[config.mk]
export PLATFORM = sky130hd
export DESIGN_NAME = diff_stop_ctrl
export DESIGN_NICKNAME = d
export VERILOG_FILES = /design/src/rtl/dsc_pkg.sv /design/src/rtl/dsc_stop_sync.sv /design/src/rtl/dsc_phase_gen.sv /design/src/rtl/dsc_pair_gate.sv /design/src/rtl/diff_stop_ctrl.sv
export SDC_FILE = /design/constraint.sdc
export NUM_CORES = 1
export LEC_CHECK = 0
export ABC_CLOCK_PERIOD_IN_PS = 2400
export CAP_MARGIN = 10
export CORE_UTILIZATION = 45
export CTS_BUF_LIST = sky130_fd_sc_hd__clkbuf_4 sky130_fd_sc_hd__clkbuf_8
export DETAILED_ROUTE_END_ITERATION = 10
export HOLD_SLACK_MARGIN = 0.15
export PLACE_DENSITY = 0.69
export SETUP_SLACK_MARGIN = 0.5
export SYNTH_ARGS = -nofsm -noshare
export SYNTH_HDL_FRONTEND = slang
export SYNTH_SLANG_ARGS = --single-unit
[constraint.sdc]
create_clock -name clk -period 2.4 [get_ports clk]
set_input_delay 0.48 -clock clk [delete_from_list [all_inputs] [get_ports clk]]
set_output_delay 0.48 -clock clk [all_outputs]
set_load 0.01 [all_outputs]
[src/rtl/dsc_pkg.sv]
package dsc_pkg;
  typedef enum logic [1:0] {
    GS_RUN  = 2'd0,
    GS_ARM  = 2'd1,
    GS_HELD = 2'd2,
    GS_WARM = 2'd3
  } gate_st_t;
endpackage

[src/rtl/dsc_stop_sync.sv]
module dsc_stop_sync #(
  parameter int STAGES = 2
) (
  input  logic clk,
  input  logic rst,
  input  logic stop_n,
  output logic halt_req
);
  logic [STAGES-1:0] sh;

  always_ff @(posedge clk) begin
    if (rst) sh <= '1;
    else     sh <= {sh[STAGES-2:0], stop_n};
  end

  assign halt_req = ~sh[STAGES-1];
endmodule

[src/rtl/dsc_phase_gen.sv]
module dsc_phase_gen #(
  parameter int HALF_DIV = 2
) (
  input  logic clk,
  input  logic rst,
  output logic ck_nx,
  output logic fall_evt
);
  localparam int CW = (HALF_DIV > 1) ? $clog2(HALF_DIV) : 1;
  localparam logic [CW-1:0] LAST = CW'(HALF_DIV - 1);

  logic [CW-1:0] cnt;
  logic          ck;
  logic          wrap;

  assign wrap     = (cnt == LAST);
  assign fall_evt = wrap & ck;
  assign ck_nx    = wrap ? ~ck : ck;

  always_ff @(posedge clk) begin
    if (rst) begin
      cnt <= '0;
      ck  <= 1'b0;
    end else if (wrap) begin
      cnt <= '0;
      ck  <= ~ck;
    end else begin
      cnt <= cnt + CW'(1);
    end
  end


  wrap_toggle_chk: assert property (@(posedge clk) disable iff (rst)
    fall_evt |=> !ck);
endmodule

[src/rtl/dsc_pair_gate.sv]
module dsc_pair_gate
  import dsc_pkg::*;
#(
  parameter int RESUME_FALLS = 3
) (
  input  logic clk,
  input  logic rst,
  input  logic halt,
  input  logic hiz_mode,
  input  logic en,
  input  logic fall_evt,
  input  logic ck_nx,
  output logic p,
  output logic n,
  output logic oe
);
  localparam int WW = $clog2(RESUME_FALLS + 1);
  localparam logic [WW-1:0] WLAST = WW'(RESUME_FALLS - 1);

  gate_st_t       st, st_nx;
  logic [WW-1:0]  warm, warm_nx;
  logic           p_nx, oe_nx;

  always_comb begin
    st_nx   = st;
    warm_nx = warm;
    unique case (st)
      GS_RUN:  if (halt) st_nx = GS_ARM;
      GS_ARM:  begin
        if (!halt)         st_nx = GS_RUN;
        else if (fall_evt) st_nx = GS_HELD;
      end
      GS_HELD: if (!halt) begin
        st_nx   = GS_WARM;
        warm_nx = '0;
      end
      GS_WARM: begin
        if (halt) st_nx = GS_HELD;
        else if (fall_evt) begin
          if (warm == WLAST) st_nx = GS_RUN;
          else               warm_nx = warm + WW'(1);
        end
      end
    endcase
    if (!en) begin
      st_nx   = GS_RUN;
      warm_nx = '0;
    end
  end

  always_comb begin
    if (!en) begin
      oe_nx = 1'b0;
      p_nx  = 1'b0;
    end else begin
      unique case (st_nx)
        GS_RUN, GS_ARM: begin oe_nx = 1'b1;      p_nx = ck_nx;     end
        GS_HELD:        begin oe_nx = ~hiz_mode; p_nx = ~hiz_mode; end
        GS_WARM:        begin oe_nx = 1'b1;      p_nx = 1'b1;      end
      endcase
    end
  end

  always_ff @(posedge clk) begin
    if (rst) begin
      st   <= GS_RUN;
      warm <= '0;
      p    <= 1'b0;
      n    <= 1'b1;
      oe   <= 1'b1;
    end else begin
      st   <= st_nx;
      warm <= warm_nx;
      p    <= p_nx;
      n    <= oe_nx & ~p_nx;
      oe   <= oe_nx;
    end
  end


  compl_pair_chk: assert property (@(posedge clk) disable iff (rst)
    oe ? (n == ~p) : (!n && !p));


  dis_off_chk: assert property (@(posedge clk) disable iff (rst)
    !en |=> (!oe && !p && !n));


  halt_level_chk: assert property (@(posedge clk) disable iff (rst)
    (st == GS_ARM && halt && fall_evt && en && !hiz_mode) |=> (oe && p && !n));


  predrive_chk: assert property (@(posedge clk) disable iff (rst)
    (st == GS_HELD && !halt && en) |=> (oe && p && !n));
endmodule

[src/rtl/diff_stop_ctrl.sv]
module diff_stop_ctrl #(
  parameter int NPAIRS       = 4,
  parameter int HALF_DIV     = 2,
  parameter int SYNC_STAGES  = 2,
  parameter int RESUME_FALLS = 3
) (
  input  logic              clk,
  input  logic              rst,
  input  logic              stop_n,
  input  logic              hiz_mode,
  input  logic [NPAIRS-1:0] out_en,
  input  logic [NPAIRS-1:0] stop_able,
  output logic [NPAIRS-1:0] dif_p,
  output logic [NPAIRS-1:0] dif_n,
  output logic [NPAIRS-1:0] dif_oe
);
  logic halt_req;
  logic ck_nx;
  logic fall_evt;

  dsc_stop_sync #(.STAGES(SYNC_STAGES)) u_sync (
    .clk      (clk),
    .rst      (rst),
    .stop_n   (stop_n),
    .halt_req (halt_req)
  );

  dsc_phase_gen #(.HALF_DIV(HALF_DIV)) u_phase (
    .clk      (clk),
    .rst      (rst),
    .ck_nx    (ck_nx),
    .fall_evt (fall_evt)
  );

  for (genvar g = 0; g < NPAIRS; g++) begin : g_pair
    dsc_pair_gate #(.RESUME_FALLS(RESUME_FALLS)) u_gate (
      .clk      (clk),
      .rst      (rst),
      .halt     (halt_req & stop_able[g]),
      .hiz_mode (hiz_mode),
      .en       (out_en[g]),
      .fall_evt (fall_evt),
      .ck_nx    (ck_nx),
      .p        (dif_p[g]),
      .n        (dif_n[g]),
      .oe       (dif_oe[g])
    );
  end
endmodule

==> metrics.yaml <==
outcome: "finished clean"
critPathMaxFanout: 1
crit_buf_inv: 1
die_w_um: 59.81
num_antenna_cells: 0
multiInputGateArea_um2: 710.7
drt_iter0_drc: 39
synth_area_um2: 1504
syn_nets: 183
cp.required_ns: 1.92
grt_pass1_vias: 1056
dp.cells: 218
clkTransAtPathRegs_ns: 0.09
worstSetupEndpoint: "dif_p[3]"
synthFlopType: "dfxtp_1"
skew_ns: 0.001356
port_buffers: 23
cts_buffers: 5
finalSetupViolCount: 0
ys_top_cells_by_count: "dfxtp_1 (32), nor2_1 (26), nand3_1 (15)"
crit_cells: 1
grt_max_degree: 21
placementRows: 20
total_power_mw: 1.017
arrival_ns: 1.20
die-area_um2: 3577
p_clk_share_pct: 33.2
rsz0062_at_grt: "false"
grtUsageTotal_pct: 17.68
clk_latency_ns: 0.33
max-vdd-ir-drop_mv: 0.3420
hold_buffers: 0
startpoint_type: "flop"
end_kind: "output pin"
drv_cap: 0
path_delay_family: "buffers and inverters"
synth-edff-count: 0
place.gp.congestion: 0.8033
htree_levels: 2
synth_most_common_cell: "dfxtp_1"
fillCellCount: 297
fin_nets: 198
switchingPower_mw: 0.2311
netlist.area_leader.share_pct: 42.60
synth_seq_cells: 32
ff2ff_path_depth: 5
drtAntennaViolNets: 0
syn_inst: 166
yosysUniqueCellTypes: 32
power_leakage_nw: 0.6026
worstReg2RegEnd: "g_pair[2].u_gate.warm[1]"
maxSlewViolCount: 0
finalHoldViolations: 0
fin_crit_sh_pct: 70.00
switching_share_pct: 22.73
path_cells: "clkdlybuf4s50_1"
cts_root_buffer: "clkbuf_4"
yosysWarnings: 0
cts_tree: "done"
crit_path_max_incr_delay_ns: 0.54
grt_overflow: 0
antenna_found_initial: 0
power_frac_comb_pct: 11.7
power.internal_mw: 0.7857
max_freq_mhz: 595.3
path_class: "reg2out"
vias_per_cell: 5.124
final_cells: 226
fin_setup_tns_ns: 0
ys_seq_area_share_pct: 42.60
power.density_nw_per_um2: 581.8
max-slew-margin-rel_pct: 74.69
fin_crit_ns: 1.680
syn_avg_cell_area_um2: 9.060
core-area_um2: 3103
hold_path.class: "reg2reg"
grt_pass1_wl_um: 4457
synthToLayoutAreaGrowth_pct: 16.22
startpoint: "g_pair[3].u_gate.p"
wirelength_um: 2803
ios: 24
seq_area_um2: 640.6
initial_core_util_pct: 48.47
vias: 1158
synth_area_leader_cell: "dfxtp_1"
hold_ws_ns: 0.4270
clock_sinks: 32
first_pass_iters: 4
async_flop_share_pct: 0
detail_route.wl_per_cell_um: 12.40
dp_worst_setup_slack_ns: 0.4107
drive_above_1_share_pct: 10.99
r2r_setup_slack_ns: 0.79
setup_ws_ns: 0.7201
drc: 0
hpwl_um: 2029
timing.rr.start: "u_phase.cnt"
critical_path.slowest_cell: "clkdlybuf4s50_1"
ctsLongestPathBuffers: 2
power_frac_seq_pct: 55.1
worst_pin_slew_ns: 0.3792
fp.dieH_um: 59.81
synth_area_leaders: "dfxtp_1 (43%), buf_4 (6.5%), nor2_1 (6.5%), mux2i_1 (5.3%), nand3_1 (5.0%)"
## worst min-delay path by stage
stage | startpoint | endpoint | slack, ns | depth (start not counted)
after floorplan | u_sync.sh[0] | u_sync.sh[1] | 0.39 | 1
after detailed placement | u_sync.sh[0] | u_sync.sh[1] | 0.41 | 1
after global routing | u_phase.cnt | u_phase.cnt | 0.44 | 1
after global placement | u_sync.sh[0] | u_sync.sh[1] | 0.40 | 1
after CTS | u_phase.cnt | u_phase.cnt | 0.42 | 1
final | u_phase.cnt | u_phase.cnt | 0.43 | 1
## layout make-up
cell class | instances | share of cell area [%]
timing repair buffer | 24 | 13.60
multi-input combinational | 108 | 40.66
tap | 44 | 3.150
clock buffer | 8 | 3.794
inverter | 10 | 2.147
sequential | 32 | 36.65
## cell usage in the layout (no fill, tap or decap)
master	synthesis	routed
inv_1	10	10
o21bai_1	1	1
or2_2	2	2
mux2i_1	8	8
clkdlybuf4s50_1	0	23
and2b_1	2	2
a311oi_1	2	2
o21ba_2	1	1
a41oi_1	1	1
a211oi_2	3	3
clkbuf_4	0	7
xnor2_1	3	3
a32oi_1	5	5
a21oi_1	2	2
nand2b_1	4	4
ha_2	0	1
ha_1	5	4
a211oi_4	1	1
and2b_2	1	1
nand4_1	2	2
and2b_4	2	2
nor2_1	26	26
o21ai_1	1	1
o211ai_1	3	3
a211oi_1	1	1
buf_4	13	1
nand3_1	15	15
nand2_1	12	12
nor2b_1	2	2
a21boi_0	1	1
clkbuf_8	0	1
dfxtp_1	32	32
a2bb2oi_1	2	2
## per-stage QoR
| stage | instance area, um^2 | utilization (%) |
|---|---|---|
| after floorplan | 1504 | - |
| after global placement | 1679 | 54.11 |
| after detailed placement | 1679 | 54.11 |
| after CTS | 1745 | 56.25 |
| after global routing | 1748 | 56.33 |
| final | 1748 | 56.33 |
## cell families (layout without fill, tap and decap cells)
kind of cell / Yosys count / in the layout / synth area share (%)
adders and majority gates: 5 / 5 / 4.160
muxes: 8 / 8 / 5.325
AOI/OAI and AO/OA: 24 / 24 / 14.31
xor gates and xnor gates: 3 / 3 / 1.747
and+or+nand+nor: 68 / 68 / 21.55
DFF: 32 / 32 / 42.60
buffers and inverters: 26 / 42 / 10.32
## state kept, by name, indices dropped and copies added (netlist names)
signal / cells
u_phase.cnt: 1
g_pair.u_gate.warm: 8
g_pair.u_gate.oe: 4
u_sync.sh: 2
u_phase.ck: 1
g_pair.u_gate.n: 4
g_pair.u_gate.st: 8
g_pair.u_gate.p: 4
## timing repair
action,CTS,global route
buffers inserted,0,0
setup endpoints to repair,0,8
gates resized for setup,0,1
## power groups by stage
| stage | sequential [mW] | combinational, mW | clock, mW |
|---|---|---|---|
| 6_report | 0.560 | 0.119 | 0.337 |
| 5_1_grt | 0.563 | 0.129 | 0.377 |
| 4_1_cts | 0.561 | 0.119 | 0.355 |
| 3_5_place_dp | 0.573 | 0.119 | 0 |
| 3_3_place_gp | 0.572 | 0.118 | 0 |
| 2_1_floorplan | 0.571 | 0.0776 | 0 |
## per-layer routing
layer | share of wire [%] | vias to the layer above | global-route usage, %
li1 | - | 588 | -
met1 | 46 | 533 | 20.03
met2 | 46 | 31 | 28.57
met3 | 5.5 | 6 | 7.143
met4 | 2.1 | 0 | 8.970
met5 | 0 | - | 0
Power figures use the tool's default switching activity.
